## config.mk

```make
export PLATFORM = sky130hd
export DESIGN_NAME = diag_sram_port
export DESIGN_NICKNAME = d
export VERILOG_FILES = /design/src/rtl/diag_sram_pkg.sv /design/src/rtl/diag_addr_regs.sv /design/src/rtl/diag_fetch_fsm.sv /design/src/rtl/diag_sram_port.sv
export SDC_FILE = /design/constraint.sdc
export NUM_CORES = 1
export LEC_CHECK = 0
export BUFFER_PORTS_ARGS = -buffer_cell sky130_fd_sc_hd__buf_2
export CAP_MARGIN = 10
export CORE_MARGIN = 3
export CORE_UTILIZATION = 53
export DETAILED_ROUTE_END_ITERATION = 12
export PLACE_DENSITY_LB_ADDON = 0.08
export SYNTH_ARGS = -nofsm -noshare
export SYNTH_HDL_FRONTEND = slang
export SYNTH_SLANG_ARGS = --single-unit
```

## constraint.sdc

```tcl
create_clock -name clk -period 1.91 [get_ports clk]
set_clock_uncertainty 0.1 [all_clocks]
set_input_delay 0.191 -clock clk [delete_from_list [all_inputs] [get_ports clk]]
set_output_delay 0.191 -clock clk [all_outputs]
set_load 0.02 [all_outputs]
```

## src/rtl/diag_sram_pkg.sv

```systemverilog
package diag_sram_pkg;
    typedef enum logic [1:0] {
        SEL_ADDR_LO = 2'b00,
        SEL_ADDR_HI = 2'b01,
        SEL_DATA    = 2'b10,
        SEL_RSVD    = 2'b11
    } diag_sel_e;

    typedef enum logic [1:0] {
        ST_IDLE,
        ST_FETCH,
        ST_READY,
        ST_DRAIN
    } fetch_state_e;
endpackage

```

## src/rtl/diag_addr_regs.sv

```systemverilog
module diag_addr_regs #(
    parameter int LO_W = 16,
    parameter int HI_W = 4,
    parameter int DATA_W = 16,
    parameter int FLASH_BIT = 15
) (
    input  logic              clk,
    input  logic              rst_n,
    input  logic              wr_lo,
    input  logic              wr_hi,
    input  logic [DATA_W-1:0] wdata,
    input  logic              inc,
    output logic [LO_W-1:0]   lo,
    output logic [HI_W-1:0]   hi,
    output logic              flash
);
    always_ff @(posedge clk or negedge rst_n) begin
        if (!rst_n) begin
            lo    <= '0;
            hi    <= '0;
            flash <= 1'b0;
        end else begin
            if (wr_lo)
                lo <= wdata[LO_W-1:0];
            else if (inc)
                lo <= lo + 1'b1;
            if (wr_hi) begin
                hi    <= wdata[HI_W-1:0];
                flash <= wdata[FLASH_BIT];
            end
        end
    end


    addr_step_chk: assert property (@(posedge clk) disable iff (!rst_n)
        (inc && !wr_lo && !wr_hi) |=> (lo == LO_W'($past(lo) + 1'b1)) && $stable(hi));
endmodule

```

## src/rtl/diag_fetch_fsm.sv

```systemverilog
module diag_fetch_fsm
    import diag_sram_pkg::*;
#(
    parameter int DATA_W = 16,
    parameter int AW = 20
) (
    input  logic              clk,
    input  logic              rst_n,
    input  logic              rd_go,
    input  logic              wr_go,
    input  logic              addr_wr,
    input  logic [AW-1:0]     addr,
    input  logic [DATA_W-1:0] wdata,
    input  logic              sram_rvalid,
    input  logic [DATA_W-1:0] sram_rdata,
    output logic              rsp_ack,
    output logic              rsp_retry,
    output logic [DATA_W-1:0] rsp_data,
    output logic              addr_inc,
    output logic              sram_req,
    output logic              sram_we,
    output logic [AW-1:0]     sram_addr,
    output logic [DATA_W-1:0] sram_wdata
);
    fetch_state_e state_q, state_d;
    logic [DATA_W-1:0] hold_q;
    logic issue_rd, issue_wr;

    assign issue_rd = rd_go && (state_q == ST_IDLE);
    assign issue_wr = wr_go && ((state_q == ST_IDLE) || (state_q == ST_READY));

    always_comb begin
        state_d = state_q;
        unique case (state_q)
            ST_IDLE:  if (rd_go) state_d = ST_FETCH;
            ST_FETCH: begin
                if (addr_wr)          state_d = sram_rvalid ? ST_IDLE : ST_DRAIN;
                else if (sram_rvalid) state_d = ST_READY;
            end
            ST_READY: if (rd_go || wr_go || addr_wr) state_d = ST_IDLE;
            ST_DRAIN: if (sram_rvalid) state_d = ST_IDLE;
            default:  state_d = ST_IDLE;
        endcase
    end

    always_ff @(posedge clk or negedge rst_n) begin
        if (!rst_n) state_q <= ST_IDLE;
        else        state_q <= state_d;
    end

    always_comb begin
        rsp_ack   = 1'b0;
        rsp_retry = 1'b0;
        rsp_data  = '0;
        addr_inc  = 1'b0;
        if (rd_go) begin
            if (state_q == ST_READY) begin
                rsp_ack  = 1'b1;
                rsp_data = hold_q;
                addr_inc = 1'b1;
            end else begin
                rsp_retry = 1'b1;
            end
        end else if (wr_go) begin
            if (issue_wr) begin
                rsp_ack  = 1'b1;
                addr_inc = 1'b1;
            end else begin
                rsp_retry = 1'b1;
            end
        end
    end

    always_ff @(posedge clk or negedge rst_n) begin
        if (!rst_n) begin
            sram_req   <= 1'b0;
            sram_we    <= 1'b0;
            sram_addr  <= '0;
            sram_wdata <= '0;
            hold_q     <= '0;
        end else begin
            sram_req <= issue_rd || issue_wr;
            sram_we  <= issue_wr;
            if (issue_rd || issue_wr) begin
                sram_addr  <= addr;
                sram_wdata <= wdata;
            end
            if (state_q == ST_FETCH && sram_rvalid && !addr_wr)
                hold_q <= sram_rdata;
        end
    end


    first_read_retry_chk: assert property (@(posedge clk) disable iff (!rst_n)
        (rd_go && state_q == ST_IDLE) |-> rsp_retry ##1 (sram_req && !sram_we));

    discard_on_addr_chk: assert property (@(posedge clk) disable iff (!rst_n)
        addr_wr |=> (state_q != ST_READY));

    busy_write_retry_chk: assert property (@(posedge clk) disable iff (!rst_n)
        (wr_go && (state_q == ST_FETCH || state_q == ST_DRAIN)) |=> !sram_req);
endmodule

```

## src/rtl/diag_sram_port.sv

```systemverilog
module diag_sram_port
    import diag_sram_pkg::*;
#(
    parameter int LO_W = 16,
    parameter int HI_W = 4,
    parameter int DATA_W = 16,
    parameter int FLASH_BIT = 15
) (
    input  logic                 clk,
    input  logic                 rst_n,
    input  logic                 host_req,
    input  logic                 host_wr,
    input  logic [1:0]           host_sel,
    input  logic [DATA_W-1:0]    host_wdata,
    output logic                 host_ack,
    output logic                 host_retry,
    output logic [DATA_W-1:0]    host_rdata,
    input  logic                 ctl_stopped,
    input  logic                 ctl_suspended,
    input  logic                 ctl_fast_susp,
    output logic                 sram_req,
    output logic                 sram_we,
    output logic [LO_W+HI_W-1:0] sram_addr,
    output logic [DATA_W-1:0]    sram_wdata,
    input  logic                 sram_rvalid,
    input  logic [DATA_W-1:0]    sram_rdata
);
    localparam int AW = LO_W + HI_W;
    localparam logic [DATA_W-1:0] BLOCKED_WORD = '1;

    logic [LO_W-1:0] lo;
    logic [HI_W-1:0] hi;
    logic flash, access_ok, data_sel, blocked, rd_go, wr_go;
    logic wr_lo, wr_hi, addr_wr, addr_inc;
    logic fsm_ack, fsm_retry;
    logic [DATA_W-1:0] fsm_data, hi_view;

    assign access_ok = ctl_stopped || (ctl_suspended && !ctl_fast_susp);
    assign data_sel  = host_req && (host_sel == SEL_DATA);
    assign blocked   = data_sel && (!access_ok || flash);
    assign rd_go     = data_sel && !blocked && !host_wr;
    assign wr_go     = data_sel && !blocked && host_wr;
    assign wr_lo     = host_req && host_wr && (host_sel == SEL_ADDR_LO);
    assign wr_hi     = host_req && host_wr && (host_sel == SEL_ADDR_HI);
    assign addr_wr   = wr_lo || wr_hi;

    diag_addr_regs #(.LO_W(LO_W), .HI_W(HI_W), .DATA_W(DATA_W), .FLASH_BIT(FLASH_BIT)) u_regs (
        .clk(clk), .rst_n(rst_n), .wr_lo(wr_lo), .wr_hi(wr_hi), .wdata(host_wdata),
        .inc(addr_inc), .lo(lo), .hi(hi), .flash(flash)
    );

    diag_fetch_fsm #(.DATA_W(DATA_W), .AW(AW)) u_fsm (
        .clk(clk), .rst_n(rst_n), .rd_go(rd_go), .wr_go(wr_go), .addr_wr(addr_wr),
        .addr({hi, lo}), .wdata(host_wdata), .sram_rvalid(sram_rvalid),
        .sram_rdata(sram_rdata), .rsp_ack(fsm_ack), .rsp_retry(fsm_retry),
        .rsp_data(fsm_data), .addr_inc(addr_inc), .sram_req(sram_req),
        .sram_we(sram_we), .sram_addr(sram_addr), .sram_wdata(sram_wdata)
    );

    always_comb begin
        hi_view = '0;
        hi_view[HI_W-1:0] = hi;
        hi_view[FLASH_BIT] = flash;
    end

    always_comb begin
        host_ack   = 1'b0;
        host_retry = 1'b0;
        host_rdata = '0;
        if (host_req) begin
            unique case (host_sel)
                SEL_ADDR_LO: begin host_ack = 1'b1; host_rdata = DATA_W'(lo); end
                SEL_ADDR_HI: begin host_ack = 1'b1; host_rdata = hi_view; end
                SEL_DATA: begin
                    if (blocked) begin
                        host_ack   = 1'b1;
                        host_rdata = BLOCKED_WORD;
                    end else begin
                        host_ack   = fsm_ack;
                        host_retry = fsm_retry;
                        host_rdata = fsm_data;
                    end
                end
                default: host_ack = 1'b1;
            endcase
        end
    end


    ack_retry_excl_chk: assert property (@(posedge clk) disable iff (!rst_n)
        !(host_ack && host_retry));

    blocked_no_sram_chk: assert property (@(posedge clk) disable iff (!rst_n)
        (data_sel && !access_ok) |=> !sram_req);

    flash_no_sram_chk: assert property (@(posedge clk) disable iff (!rst_n)
        (data_sel && flash) |=> !sram_req);

    blocked_addr_hold_chk: assert property (@(posedge clk) disable iff (!rst_n)
        blocked |=> $stable(lo));
endmodule

```

# After elaboration in Yosys (flattened, before gate mapping)
# Cells that the tools add are included.
# classes
addsub,1
n_eq_ne,9
muxes,28
reduce_logical,29
# ops
cell,n
two-way mux 16 bit,6
case mux 16 bit (3 select lines),1
adder 16 x 1 -> 16 bit (second input constant),1
two-way mux 1 bit,14
logical AND 1 bit,13
two-way mux 2 bit,6
case mux 2 bit (4 select lines),1
logical OR 1 bit,7
equality test 2 bit (second input constant),3
logical NOT 1 bit,5
equality test 2 x 1 -> 1 bit (second input constant),2
logical NOT 2 bit,2
inequality test 2 x 1 -> 1 bit (second input constant),2
AND reduction 4 bit,1
inequality test 3 x 2 -> 1 bit (second input constant),1
inequality test 2 bit (second input constant),1
nonzero test 2 bit,1
# word_totals
ff_bits,77
inputBits,42
output_inout_bits,56
elab_cells,76

# Depth between registers and ports, before layout
# depth
depth_word,16
depth_mapped,7

# Hierarchy
# From an unflattened synthesis, not the netlist that was laid out.
# unflattened
hier_cells,306
area_unflattened_um2,3811.2
# modules_own_cells
module,instances,cells_per_inst,area_each_um2
diag_fetch_fsm,1,149,2278.4
diag_addr_regs,1,109,1124.8
diag_sram_port,1,48,407.9

# Least setup slack after synthesis
# No wires, ideal clock.
# synth_timing
path_type,register -> output
start,register u_regs.flash
end,output host_rdata[6]
arrival_ns,1.561
required_time_ns,1.619
path_slack_ns,0.058
stages_incl_launch_ff,6
n_path_buf,0
cell_sequence,dfrtp_1 and4bb_4 o21ai_4 nor3_4 a221oi_1 nor2b_1
# synth_between
elab_chain_len,9
# synth_lines
item,line,source
start: declaration,diag_addr_regs.sv:15,output logic flash
start signal: assignment,diag_addr_regs.sv:29,flash <= wdata[FLASH_BIT];
logical OR 1 bit *,diag_sram_port.sv:40,assign blocked = data_sel && (!access_ok || flash);
logical AND 1 bit *,diag_sram_port.sv:40,
logical NOT 1 bit,diag_sram_port.sv:41,assign rd_go = data_sel && !blocked && !host_wr;
logical AND 1 bit (2 in a row),diag_sram_port.sv:41,
two-way mux 16 bit,diag_fetch_fsm.sv:56,if (rd_go) begin
two-way mux 16 bit *,diag_sram_port.sv:75,if (blocked) begin
case mux 16 bit (3 select lines) *,diag_sram_port.sv:71,unique case (host_sel)
two-way mux 16 bit *,diag_sram_port.sv:70,if (host_req) begin
end: declaration,diag_sram_port.sv:17,"output logic [DATA_W-1:0] host_rdata,"
# Mark *: on every way between the ends. The rest lies on a longest branch, timed or not.

# Worst setup path after layout
# layout_timing
start,register u_regs.flash
end,output host_rdata[7]
# Same word-level chain as after synthesis.

==> results_dict.tcl <==
set metrics [dict create \
    fmax_mhz 456 \
    use_met1 0.306 \
    p_int_mw 3.76 \
    grt_pass1_wl_mm 15.8 \
    final.min_clock_period_ns 2.19 \
    ios 98 \
    syn_nets 342 \
    synth_area_sq_um 3840 \
    io_buffers 97 \
    crit_arrival_ns 1.90 \
    htree_levels 3 \
    endpoint_kind "output port" \
    run_status "finished, violations left" \
    fin_util 0.764 \
    finalPower_mw 5.59 \
    hold_viol 0 \
    p_clk_frac 0.249 \
    root_buffer "clkbuf_8" \
    syn_to_final_growth_pct 37.2 \
    yosysMostFrequentCell "dfrtp_1" \
    gr-usage-met2 0.389 \
    crit_required_ns 1.62 \
    yosysWarnings 0 \
    floorplan.rows 30 \
    synth.yosys.seq_area_share 0.501 \
    r2r_cells 6 \
    fp.dieW_um 91.2 \
    wl_per_cell_um 18.3 \
    synth_compound_area_frac 0.139 \
    critPathCapture "host_rdata[7]" \
    synthTopCellsByArea "dfrtp_1, mux2_4, mux2_2" \
    routabilityCongestion 0.818 \
    layout.nets 492 \
    path_cells "and4bb_4 > o21ai_4 > nor3_4 > buf_6 > buf_12 > a221o_1 > buf_6" \
    critPathKind "reg -> out" \
    rsz0062_at_grt "true" \
    min_period_over_period 1.15 \
    reg2reg_to "u_fsm.sram_addr[12]$_DFFE_PN0P_" \
    synth_top_family_by_area "multiplexers" \
    synth-xor-area-share 0.00228 \
    synth-seq-cells 77 \
    async_flop_share 1.00 \
    pre_cts_slack_ns 0.0258 \
    crit_start "u_regs.flash$_DFFE_PN0P_" \
    cp_top_family "simple AND/OR/NAND/NOR gates" \
    hold_depth 2 \
    p_seq_frac 0.440 \
    regToRegSetupSlack_ns -0.11 \
    hpwl_mm 6.41 \
    yosysTopAreaCellShare 0.501 \
    synth-edff-count 0 \
    die-area_sq_um 8310 \
    cp.depth 7 \
    setup_viol 33 \
    slowest_delay_ns 0.40 \
    grt.total_usage 0.240 \
    setup_ws_ns -0.281 \
    place_inst 497 \
    start_kind "flop" \
    finalInstanceArea_sq_um 5270 \
    crit_top_cell "buf_6" \
    finalMaxSlewViolations 0 \
    cts_buffer_depth 2 \
    synth_mux_area_frac 0.208 \
    critPathBufInv 3 \
    n_antenna_cell 0 \
    ant_nets 0 \
    ir_drop_uv 714 \
    p_switching_mw 1.83 \
    cts_tree "built" \
    pwr-share-comb 0.311 \
    grt_overflow 0 \
    via_per_inst 5.57 \
    cts_inserted_buffers 9 \
    dr.pass1.iters 4 \
    grt_max_degree 40 \
    p_leak_nw 2.55 \
    die_h_um 91.2 \
    power_density_nw_per_um2 1060 \
    placed_area_sq_um 4530 \
    wirelength_mm 10.1 \
    cts_sinks 77 \
    synth_area_per_cell_sq_um 12.9 \
    path_max_fanout 5 \
    maxCapViolations 0 \
    antenna_found_initial 0 \
    met3_usage 0.0547 \
    yosysUniqueCellTypes 52 \
    yosys.area_share.simple 0.105 \
    grt_busiest_layer "met2" \
    synth_fa_ha_area_frac 0.00325 \
    fin_cells 550 \
    violations "setup timing" \
    netlist_top_cells_count "dfrtp_1, mux2_4, mux2_2" \
    start_util 0.557 \
    synthFlopType "dfrtp_1" \
    r2r_start "u_regs.flash$_DFFE_PN0P_" \
    worst_hold_path_type "in -> reg" \
    vias 3061 \
    netlist_instances 299 \
    cts.clk_slew.worst_paths_ns 0.09 \
    slowest_stage "dfrtp_1" \
    drcViolationCount 0 \
    slew-limit-headroom 0.655 \
    drt-initial-drc-count 160 \
    final_layout_size_suffix_gt1_frac 0.476 \
    clock_latency_ns 0.36 \
    switching_share 0.327 \
    yosysTopAreaCell "dfrtp_1" \
    tightest_slew_ns 0.518 \
    core_area_sq_um 6910 \
    grt_pass1_vias 3165 \
]
cell usage in the layout (no fill, tap or decap), drive strengths merged, types with 2 or more instances in the layout:
master | synthesis | final
a41oi | 2 | 2
mux2i | 5 | 5
clkinv | 0 | 3
o21ai | 18 | 18
clkbuf | 6 | 10
nand3b | 2 | 2
o21bai | 2 | 2
mux2 | 57 | 57
and3 | 2 | 2
a221o | 12 | 12
a22o | 6 | 6
and4b | 1 | 2
bufinv | 0 | 2
inv | 5 | 5
nor2 | 12 | 12
nand2 | 25 | 27
dlygate4sd3 | 0 | 31
o211ai | 3 | 3
nand3 | 8 | 8
a31oi | 2 | 2
nor2b | 5 | 5
a21oi | 3 | 3
buf | 12 | 123
nor3 | 5 | 5
o311ai | 11 | 11
nand4 | 2 | 2
dfrtp | 77 | 77
a221oi | 2 | 2
and2 | 4 | 4
worst reg2reg max path, cell delays in order, from the launching register on:
cell      delay, ns
dfrtp_1        0.40
and4bb_4       0.32
o21ai_4        0.07
buf_4          0.18
nor2_8         0.21
nand2_4        0.24
mux2_4         0.38
layer usage:
layer  share of wire  up-vias
li1                -     1425
met5               0        -
met1            0.44     1519
met3           0.044       23
met4           0.027        0
met2            0.49       94
flip-flops by register name, summed over array words and instances, names as in the netlist:
register,count
u_fsm.hold_q,16
u_fsm.sram_addr,20
u_fsm.sram_req,1
u_fsm.sram_wdata,16
u_fsm.sram_we,1
u_fsm.state_q,2
u_regs.flash,1
u_regs.hi,4
u_regs.lo,16
how the worst min path moves through the flow:
| stage | from | to |
|---|---|---|
| 4_1_cts | host_wdata[0] | u_regs.lo[0]$_DFFE_PN0P_ |
| 5_1_grt | host_wdata[1] | u_fsm.sram_wdata[1]$_DFFE_PN0P_ |
| 3_3_place_gp | rst_n | u_fsm.sram_wdata[11]$_DFFE_PN0P_ |
| 2_1_floorplan | rst_n | u_fsm.hold_q[0]$_DFFE_PN0P_ |
| 6_report | host_wdata[0] | u_regs.lo[0]$_DFFE_PN0P_ |
| 3_5_place_dp | rst_n | u_fsm.sram_wdata[11]$_DFFE_PN0P_ |
power by group through the flow:
stage / logic [mW] / registers, mW / clock network [mW]
after floorplan: 0.783 / 2.69 / 0
after global placement: 1.58 / 2.46 / 0
after detailed placement: 1.61 / 2.46 / 0
after CTS: 1.71 / 2.44 / 1.41
after global routing: 1.85 / 2.51 / 1.47
final: 1.74 / 2.46 / 1.39
repair_timing:
item,CTS,global route
endpoints found under the setup margin,16,58
endpoints found under the hold margin,78,0
pin swaps,14,8
cloned,2,2
resized for setup,34,18
setup buffers,4,1
hold buffers,31,0
final cells by class:
type	count	area, sq um
Sequential cell	77	1930
Inverter	5	18.8
Multi-Input combinational cell	202	1840
Fill cell	473	1630
Tap cell	96	120
Clock inverter	6	86.3
Timing Repair Buffer	154	1140
Clock buffer	10	138
per-stage QoR:
stage	TNS [ns]	hold slack (ns)
after detailed placement	0	0.0940
final	-4.92	0.00975
after floorplan	0	-0.205
after CTS	-3.75	0.00168
after global placement	0	0.0966
after global routing	-6.77	0.00867
kinds of logic (layout without fill, tap and decap cells):
| kind of cell | after synthesis | after routing |
|---|---|---|
| AO/OA/AOI/OAI | 66 | 66 |
| flip-flops | 77 | 77 |
| XOR/XNOR | 1 | 1 |
| multiplexers | 62 | 62 |
| buffers and inverters | 23 | 175 |
| AND/OR/NAND/NOR | 69 | 72 |
| adder cells (fa/ha/maj) | 1 | 1 |
Note: power is estimated with default switching activity, not from simulation.
